--- src/rtl/dmarb_pkg.sv ---
package dmarb_pkg;

    localparam int CH_COUNT = 4;

    typedef enum logic {
        PRI_FIXED  = 1'b0,
        PRI_ROTATE = 1'b1
    } prio_mode_e;

    typedef struct packed {
        logic       req_low;
        logic       ack_high;
        prio_mode_e mode;
        logic       halt;
    } arb_cfg_t;

    // Modular add for small channel indices (base < n, off < n).
    function automatic int unsigned wrap_add(int unsigned base, int unsigned off, int unsigned n);
        int unsigned s;
        s = base + off;
        return (s >= n) ? (s - n) : s;
    endfunction

endpackage

--- src/rtl/dmarb_sync.sv ---
module dmarb_sync #(
    parameter int W = 4
) (
    input  logic         clk,
    input  logic         rst,
    input  logic [W-1:0] async_in,
    output logic [W-1:0] sync_out
);

    logic [W-1:0] stage_a;
    logic [W-1:0] stage_b;

    always_ff @(posedge clk) begin
        if (rst) begin
            stage_a <= '0;
            stage_b <= '0;
        end else begin
            stage_a <= async_in;
            stage_b <= stage_a;
        end
    end

    assign sync_out = stage_b;

endmodule

--- src/rtl/dmarb_regs.sv ---
module dmarb_regs #(
    parameter int NUM_CH = 4,
    parameter int CH_W   = 2
) (
    input  logic              clk,
    input  logic              rst,
    input  logic              mask_load,
    input  logic [NUM_CH-1:0] mask_load_val,
    input  logic              mask_bit_we,
    input  logic [CH_W-1:0]   mask_bit_sel,
    input  logic              mask_bit_val,
    input  logic              soft_bit_we,
    input  logic [CH_W-1:0]   soft_bit_sel,
    input  logic              soft_bit_val,
    input  logic              soft_clr_en,
    input  logic [CH_W-1:0]   soft_clr_sel,
    output logic [NUM_CH-1:0] mask_q,
    output logic [NUM_CH-1:0] soft_q
);

    for (genvar i = 0; i < NUM_CH; i++) begin : g_ch
        logic mbit;
        logic sbit;
        logic mask_hit;
        logic soft_hit;
        logic clr_hit;

        assign mask_hit = mask_bit_we && (mask_bit_sel == CH_W'(i));
        assign soft_hit = soft_bit_we && (soft_bit_sel == CH_W'(i));
        assign clr_hit  = soft_clr_en && (soft_clr_sel == CH_W'(i));

        always_ff @(posedge clk) begin
            if (rst) begin
                mbit <= 1'b1;
            end else if (mask_hit) begin
                mbit <= mask_bit_val;
            end else if (mask_load) begin
                mbit <= mask_load_val[i];
            end
        end

        always_ff @(posedge clk) begin
            if (rst) begin
                sbit <= 1'b0;
            end else if (soft_hit) begin
                sbit <= soft_bit_val;
            end else if (clr_hit) begin
                sbit <= 1'b0;
            end
        end

        assign mask_q[i] = mbit;
        assign soft_q[i] = sbit;
    end

endmodule

--- src/rtl/dmarb_pick.sv ---
module dmarb_pick
    import dmarb_pkg::*;
#(
    parameter int NUM_CH = 4,
    parameter int CH_W   = 2
) (
    input  logic [NUM_CH-1:0] active,
    input  prio_mode_e        mode,
    input  logic [CH_W-1:0]   last_ch,
    output logic              win_valid,
    output logic [CH_W-1:0]   win_ch
);

    int unsigned start_pos;

    always_comb begin
        if (mode == PRI_ROTATE) begin
            start_pos = wrap_add(int'(last_ch), 1, NUM_CH);
        end else begin
            start_pos = 0;
        end
    end

    always_comb begin
        win_valid = 1'b0;
        win_ch    = '0;
        for (int k = 0; k < NUM_CH; k++) begin
            int unsigned pos;
            pos = wrap_add(start_pos, k, NUM_CH);
            if (!win_valid && active[pos]) begin
                win_valid = 1'b1;
                win_ch    = CH_W'(pos);
            end
        end
    end

endmodule

--- src/rtl/dma_req_arbiter.sv ---
module dma_req_arbiter
    import dmarb_pkg::*;
#(
    parameter int NUM_CH = dmarb_pkg::CH_COUNT,
    localparam int CH_W = (NUM_CH > 1) ? $clog2(NUM_CH) : 1
) (
    input  logic              clk,
    input  logic              rst,
    input  logic              cfg_req_active_low,
    input  logic              cfg_ack_active_high,
    input  logic              cfg_rotate,
    input  logic              cfg_halt,
    input  logic [NUM_CH-1:0] hw_req_in,
    input  logic              mask_load,
    input  logic [NUM_CH-1:0] mask_load_val,
    input  logic              mask_bit_we,
    input  logic [CH_W-1:0]   mask_bit_sel,
    input  logic              mask_bit_val,
    input  logic              soft_bit_we,
    input  logic [CH_W-1:0]   soft_bit_sel,
    input  logic              soft_bit_val,
    input  logic              seq_idle,
    input  logic              seq_done,
    input  logic              seq_tc,
    output logic              svc_valid,
    output logic [CH_W-1:0]   svc_ch,
    output logic [NUM_CH-1:0] ack_out,
    output logic [NUM_CH-1:0] req_status
);

    typedef struct packed {
        logic            live;
        logic [CH_W-1:0] ch;
    } grant_t;

    arb_cfg_t          cfg;
    logic [NUM_CH-1:0] req_sync;
    logic [NUM_CH-1:0] req_level;
    logic [NUM_CH-1:0] mask_q;
    logic [NUM_CH-1:0] soft_q;
    logic [NUM_CH-1:0] contend;
    logic              win_valid;
    logic [CH_W-1:0]   win_ch;
    logic [CH_W-1:0]   last_q;
    grant_t            gnt_q;
    logic              release_now;

    assign cfg.req_low  = cfg_req_active_low;
    assign cfg.ack_high = cfg_ack_active_high;
    assign cfg.mode     = cfg_rotate ? PRI_ROTATE : PRI_FIXED;
    assign cfg.halt     = cfg_halt;

    dmarb_sync #(.W(NUM_CH)) u_sync (
        .clk      (clk),
        .rst      (rst),
        .async_in (hw_req_in),
        .sync_out (req_sync)
    );

    assign req_level  = req_sync ^ {NUM_CH{cfg.req_low}};
    assign req_status = req_level;

    assign release_now = gnt_q.live && seq_done;

    dmarb_regs #(.NUM_CH(NUM_CH), .CH_W(CH_W)) u_regs (
        .clk           (clk),
        .rst           (rst),
        .mask_load     (mask_load),
        .mask_load_val (mask_load_val),
        .mask_bit_we   (mask_bit_we),
        .mask_bit_sel  (mask_bit_sel),
        .mask_bit_val  (mask_bit_val),
        .soft_bit_we   (soft_bit_we),
        .soft_bit_sel  (soft_bit_sel),
        .soft_bit_val  (soft_bit_val),
        .soft_clr_en   (release_now && seq_tc),
        .soft_clr_sel  (gnt_q.ch),
        .mask_q        (mask_q),
        .soft_q        (soft_q)
    );

    always_comb begin
        if (cfg.halt) begin
            contend = '0;
        end else begin
            contend = (req_level & ~mask_q) | soft_q;
        end
    end

    dmarb_pick #(.NUM_CH(NUM_CH), .CH_W(CH_W)) u_pick (
        .active    (contend),
        .mode      (cfg.mode),
        .last_ch   (last_q),
        .win_valid (win_valid),
        .win_ch    (win_ch)
    );

    always_ff @(posedge clk) begin
        if (rst) begin
            gnt_q  <= '0;
            last_q <= CH_W'(NUM_CH - 1);
        end else if (gnt_q.live) begin
            if (seq_done) begin
                gnt_q.live <= 1'b0;
                last_q     <= gnt_q.ch;
            end
        end else if (seq_idle && win_valid) begin
            gnt_q.live <= 1'b1;
            gnt_q.ch   <= win_ch;
        end
    end

    assign svc_valid = gnt_q.live;
    assign svc_ch    = gnt_q.ch;

    for (genvar i = 0; i < NUM_CH; i++) begin : g_ack
        logic picked;
        assign picked     = gnt_q.live && (gnt_q.ch == CH_W'(i));
        assign ack_out[i] = picked ^ ~cfg.ack_high;
    end

endmodule

--- config.mk ---
export PLATFORM = sky130hd
export DESIGN_NAME = dma_req_arbiter
export DESIGN_NICKNAME = d
export VERILOG_FILES = /design/src/rtl/dmarb_pkg.sv /design/src/rtl/dmarb_sync.sv /design/src/rtl/dmarb_regs.sv /design/src/rtl/dmarb_pick.sv /design/src/rtl/dma_req_arbiter.sv
export SDC_FILE = /design/constraint.sdc
export NUM_CORES = 1
export LEC_CHECK = 0
export BUFFER_PORTS_ARGS = -buffer_cell sky130_fd_sc_hd__buf_2
export CAP_MARGIN = 20
export CORE_ASPECT_RATIO = 0.75
export CORE_MARGIN = 10
export CORE_UTILIZATION = 35
export DETAILED_ROUTE_END_ITERATION = 10
export GPL_TIMING_DRIVEN = 1
export HOLD_SLACK_MARGIN = 0.06
export PLACE_DENSITY = 0.64
export SLEW_MARGIN = 20
export SYNTH_ARGS = -nofsm -noshare
export SYNTH_HDL_FRONTEND = slang
export SYNTH_SLANG_ARGS = --single-unit
--- constraint.sdc ---
create_clock -name clk -period 3.9 [get_ports clk]
set_input_delay 0.39 -clock clk [delete_from_list [all_inputs] [get_ports clk]]
set_output_delay 0.39 -clock clk [all_outputs]
set_load 0.02 [all_outputs]
==> run summary, run 1 <==
status: finished clean
DRC viols: 0
Slew @ Worst Pin: 446 ps
ANT nets after route: 0
number of enable flip-flop cells after synthesis: 0
R2R cell count: 6
gr ovfl total: 0
Placer Congestion: 0.834
unrepaired setup endpoints after global routing: no
share of cells above drive strength 1: 0.245
Total Routing Usage GR: 0.0976
Setup CP Type: reg -> reg
clock root buffer master: clkbuf_8
Crit. End Element: flip-flop
Synth warnings: 0
vias in the first global route: 1150
top cells by area, synth: dfxtp_1, mux2i_1, nor2b_1
M1 GR Usage: 0.131
beginning of the critical path: last_q[1]$_SDFFE_PP1P_
Tcrit/Tclk final: 0.485
fill count: 399
syn nets: 185
Pwr per Cell Area: 320 nW/um^2
dominant cell type by area after synthesis: dfxtp_1
Post-Syn Area: 1290 sq um
hold_buf cts: 0
hpwl dp: 2540 microns
largest net degree at the start of global routing: 19
Mean Syn Cell Area: 8.14 sq um
Worst-path clk slew: 80 ps
Final nets: 219
Max-slew headroom: 0.702
WHS Path Cells: 2
Setup violations, final: 0
CTS tree: yes
reg2reg end: svc_ch[0]$_SDFFE_PP0P_
Die W: 90.2 microns
Lkg Pwr: 0.688 nW
DR iter-0 viols: 75
wire length per cell: 13.2 microns
n_diodes: 0
area fraction of the dominant cell type after synthesis: 0.325
dominant cell by count in the synthesized netlist: dfxtp_1
setup bufs post-CTS: 0
Tot Pwr: 499 uW
Chip Height: 72.7 microns
post-CTS sizing: 0
Max Slew Vio Count: 0
Worst EP required: 4050 ps
num ports: 37
min-delay worst type: in -> reg
peak fanout along the critical path: 12
FP Rows: 19
met3 usage: 0.0329
cells after synthesis: 159
worst reg-to-reg setup slack: 2010 ps
global-route wire length before repair: 5430 microns
Detailed Routing Iterations Pass 1: 4
M2 GR Usage: 0.148
max-cap violations: 0
flops & latches, synth: 21
final setup TNS: 0 ps
IO Port Bufs: 36
Routed WL: 3220 microns
crit path launch type: flip-flop
Post-synth ARST share: 0
final hold violation count: 0
top_reg_cell synth: dfxtp_1
Commonest cells post-synth: dfxtp_1, nand2_1, nor2_1, inv_1, nor2b_1
crit path time final: 1890 ps
Initial Util: 0.358
initial antenna violation count: 0
Clock Sinks: 21
Vias: 1212
clock buffer depth: 2
DP Area: 1510 sq um
Via density: 4.97
FF-to-FF Start: last_q[1]$_SDFFE_PP1P_
FMAX: 0.529 GHz
VDD IR max: 222 uV
Area growth syn-to-layout: 20.5%
fin area: 1560 sq um
die area: 6560 sq um
Top Usage Layer GRT: met2
post-synthesis cell type count: 43
Clock Skews: 2.79 ps
Max H-tree Level: 1
CTS Buf Count: 3
hold path endpoint: u_sync.stage_a[1]$_SDFF_PP0_
core area: 3610 sq um
post-route core utilization: 0.432
Seq/Total Area, Yosys: 0.325
launch point of the worst hold path: hw_req_in[1]
worst skew pair latency: 260 ps
data arrival time of the worst path: 2050 ps
[report_power, final]
| group | internal (mW) | switching (mW) |
|---|---|---|
| sequential | 0.226 | 0.0123 |
| clock | 0.0721 | 0.0712 |
| combinational | 0.0503 | 0.0674 |
| total | 0.348 | 0.151 |
[worst max-delay path by stage]
stage          depth (start not counted)  slack, ps                      to
2_1_floorplan                          6       2010  svc_ch[1]$_SDFFE_PP0P_
5_1_grt                                6       1820  svc_ch[0]$_SDFFE_PP0P_
3_3_place_gp                           7       1880  svc_ch[0]$_SDFFE_PP0P_
3_5_place_dp                           7       1880  svc_ch[0]$_SDFFE_PP0P_
6_report                               6       2010  svc_ch[0]$_SDFFE_PP0P_
4_1_cts                                6       2040  svc_ch[0]$_SDFFE_PP0P_
[area by class of cell]
type	count	area (sq um)	area share
clock buffers	3	41.3	0.0265
clock inverters	1	7.51	0.00481
inverters	12	45.0	0.0289
multi-input cells	119	801	0.513
flip-flops and latches	21	420	0.269
well taps	52	65.1	0.0417
repair buffers	36	180	0.115
[routing by layer]
layer / share of wire / routed length, microns
met4: 0.0078 / 25
met3: 0.062 / 200
met1: 0.49 / 1570
met2: 0.44 / 1420
met5: 0 / 0
[cells by family after synthesis]
family / Yosys count / share of synthesized area
multiplexers: 9 / 0.0705
AND/OR/NAND/NOR: 61 / 0.239
XOR/XNOR: 9 / 0.0667
buffers and inverters: 19 / 0.0570
AO/OA/AOI/OAI: 40 / 0.243
flip-flops: 21 / 0.325
[stage by stage]
step	worst slack [ps]	hold slack [ps]	cells
floorplan	2010	414	159
global placement	1880	416	240
detailed placement	1880	428	240
CTS	2040	329	244
global route	1820	343	244
finish	2010	334	244
[layout by cell type (no fill, tap or decap), types with 2 or more instances in the layout]
cell type / synthesis / final
a211o_1: 3 / 3
a21oi_1: 7 / 7
a221oi_1: 2 / 2
a22oi_1: 2 / 2
a31oi_1: 2 / 2
a32oi_1: 3 / 3
and3_1: 2 / 2
buf_2: 2 / 36
clkbuf_8: 0 / 3
dfxtp_1: 21 / 21
inv_1: 12 / 12
mux2i_1: 8 / 8
nand2_1: 15 / 15
nand2b_1: 3 / 3
nand3_1: 7 / 7
nor2_1: 15 / 15
nor2b_1: 12 / 12
nor3b_1: 3 / 3
o2111ai_1: 2 / 2
o211ai_1: 3 / 3
o31ai_1: 2 / 2
xnor2_1: 5 / 5
xor2_1: 3 / 3
[flip-flops by register name, summed over array words and instances (netlist names)]
name,flops
svc_valid,1
u_sync.stage_a,4
last_q,2
svc_ch,2
u_regs.g_ch.sbit,4
u_regs.g_ch.mbit,4
u_sync.sync_out,4
[critical path: stages (launching register included)]
cell	delay, ps
dfxtp_1	600
xor2_1	190
a221oi_1	350
nor2_1	100
o311ai_0	340
a211o_1	150
mux2i_1	50
Power figures use the tool's default switching activity.
==> run 2: changes to the inputs <==
- ABC_AREA: not set -> 1
- clock period: 3.9 -> 2 ns (I/O delays scaled with it)
==> run summary, run 2 <==
Chip Height: 72.4 microns (-0.39%)
number of enable flip-flop cells after synthesis: 0 (unchanged)
CTS tree: yes
Area growth syn-to-layout: 21.9%
Seq/Total Area, Yosys: 0.328 (+0.00349)
top_reg_cell synth: dfxtp_1
Commonest cells post-synth: nand2_1, inv_1, nand3_1, dfxtp_1, nor2_1
Detailed Routing Iterations Pass 1: 4 (unchanged)
Routed WL: 2960 microns (-8.1%)
min-delay worst type: in -> reg
Place WS: 496 ps (-1380 ps)
Hold WS: 132 ps (-202 ps)
status: finished clean
crit path time final: 1530 ps
Placer Congestion: 0.805 (-3.4%)
unrepaired setup endpoints after global routing: no
wire length per cell: 10.2 microns (-23%)
multi-input logic area: 699 sq um (-13%)
cells after synthesis: 202 (+27%)
Slew @ Worst Pin: 350 ps (-96.1 ps)
Pwr per Cell Area: 653 nW/um^2 (+100%)
WL met1: 1480 microns (-6.1%)
data arrival time of the worst path: 1330 ps (-720 ps)
final setup TNS: 0 ps (unchanged)
Mean Syn Cell Area: 6.34 sq um (-22%)
most frequent cells in the layout: nand2_1, inv_1, buf_2, nand3_1, dfxtp_1
vias in the first global route: 1193 (+3.7%)
Clock Skews: 0.877 ps (-1.91 ps)
placed insts: 286 (+19%)
Via density: 4.37 (-12%)
Worst path max stage delay: 450 ps (-150 ps)
Worst-path clk slew: 80 ps (about the same)
FMAX: 0.656 GHz
IO Port Bufs: 36 (unchanged)
Synth warnings: 0 (unchanged)
leading cell type in the layout, fill and taps excluded: nand2_1
DRC viols: 0 (unchanged)
top cells by area, synth: dfxtp_1, nand2_1, nand3_1
clock root buffer master: clkbuf_8
met2 WL: 1330 microns (-6.1%)
Setup violations, final: 0 (unchanged)
Critical Path, Cell by Cell: inv_1 > nand3_1 > xor2_1 > buf_2
Reg area: 420 sq um (unchanged)
share of cells above drive strength 1: 0.233 (-0.0115)
dominant cell by count in the synthesized netlist: nand2_1
syn nets: 228 (+23%)
post-route setup slack: 475 ps (-1530 ps)
VDD IR max: 316 uV (+43%)
post-route core utilization: 0.459 (+0.0274)
peak fanout along the critical path: 6 (-6)
top layer reached by signal wires: met4
Lkg Pwr: 0.811 nW (+18%)
ANT nets after route: 0 (unchanged)
area fraction of the dominant cell type after synthesis: 0.328 (+0.00349)
worst path buffer plus inverter count: 2 (+2)
max-cap violations: 0 (unchanged)
gr ovfl total: 0 (unchanged)
Initial Util: 0.377 (+0.0184)
largest net degree at the start of global routing: 14 (-5)
flops & latches, synth: 21 (unchanged)
fill count: 363 (-9.0%)
Final nets: 267 (+22%)
Total Routing Usage GR: 0.0922 (-0.00537)
num ports: 37 (unchanged)
core area: 3400 sq um (-5.9%)
Slowest cell on crit path: dfxtp_1
initial antenna violation count: 0 (unchanged)
hpwl dp: 2460 microns (-3.1%)
delay-heaviest family, CP: flip-flops
Post-Syn Area: 1280 sq um (-1.1%)
post-CTS sizing: 0 (unchanged)
crit path launch type: flip-flop
DR iter-0 viols: 94 (+25%)
Met3 Routed Length: 137 microns (-32%)
Max-slew headroom: 0.767 (+0.0642)
Crit. End Element: output pin
hold_buf cts: 0 (unchanged)
global-route wire length before repair: 5180 microns (-4.6%)
Clock Sinks: 21 (unchanged)
n_diodes: 0 (unchanged)
Max H-tree Level: 1 (unchanged)
Die W: 89.9 microns (-0.41%)
Worst EP required: 1800 ps (-2250 ps)
die area: 6510 sq um (-0.80%)
dominant cell type by area after synthesis: dfxtp_1
clock buffer depth: 2 (unchanged)
CTS Buf Count: 3 (unchanged)
Tcrit/Tclk final: 0.763
worst skew pair latency: 260 ps (about the same)
setup bufs post-CTS: 0 (unchanged)
Setup CP Type: reg -> out
FP Rows: 18 (-1)
Post-synth ARST share: 0 (unchanged)
Vias: 1268 (+4.6%)
Non-Filler Instances: 290 (+19%)
final hold violation count: 0 (unchanged)
Max Slew Vio Count: 0 (unchanged)
post-synthesis cell type count: 22 (-49%)
-- run 2: cell count changes in the layout (fill, tap and decap cells not counted), moves of 4 or more --
| cell | previous run | this run |
|---|---|---|
| inv_1 | 12 | 36 |
| o21ai_0 | 1 | 7 |
| inv_2 | 0 | 4 |
| xnor2_1 | 5 | 0 |
| nor2b_1 | 12 | 0 |
| nand2_2 | 0 | 4 |
| mux2i_1 | 8 | 0 |
| nand3_1 | 7 | 34 |
| nand2_1 | 15 | 46 |
-- run 2: report_power, final --
group          switching (mW)  total (mW)  internal [mW]
Combinational           0.166       0.263         0.0969
Sequential             0.0245       0.471          0.447
Clock                   0.145       0.286          0.141
-- run 2: path summary, 6_finish.rpt --
check / start / endpoint / slack (ps) / cells past startpoint
max: svc_ch[1]$_SDFFE_PP0P_ / ack_out[0] / 470 / 4
min: hw_req_in[1] / u_sync.stage_a[1]$_SDFF_PP0_ / 130 / 3
max reg2reg: last_q[0]$_SDFFE_PP1P_ / svc_ch[0]$_SDFFE_PP0P_ / 480 / 10
min reg2reg: u_sync.stage_a[1]$_SDFF_PP0_ / u_sync.sync_out[1]$_SDFF_PP0_ / 400 / 2
-- run 2: per-layer routing --
metal,vias to the layer above,global-route usage
met5,-,0
met4,0,0.0158
met3,2,0.0277
met2,20,0.158
met1,534,0.114
li1,712,-
-- run 2: final cells by class --
cell class | count | share of cell area
clock inverters | 1 | 0.00481
clock buffers | 3 | 0.0264
repair buffers | 36 | 0.115
flip-flops and latches | 21 | 0.269
well taps | 50 | 0.0401
multi-input cells | 139 | 0.448
inverters | 40 | 0.0962
-- run 2: worst min-delay path, delay by kind of cell --
kind,cells,cell delay (ps)
and+or+nand+nor,1,60
buffers and inverters,2,100
-- run 2: per-stage QoR --
step | power [mW] | cell area [sq um]
final | 1.02 | 1560
after global routing | 1.08 | 1560
after CTS | 1.03 | 1560
after detailed placement | 0.744 | 1510
after global placement | 0.746 | 1510
after floorplan | 0.659 | 1280
-- run 2: kinds of logic (layout without fill, tap and decap cells) --
kind of cell,after synthesis,after routing,share of synthesized area
AND/OR/NAND/NOR,112,112,0.413
buffers and inverters,42,80,0.126
AO/OA/AOI/OAI,23,23,0.105
flip-flops,21,21,0.328
XOR/XNOR,4,4,0.0273
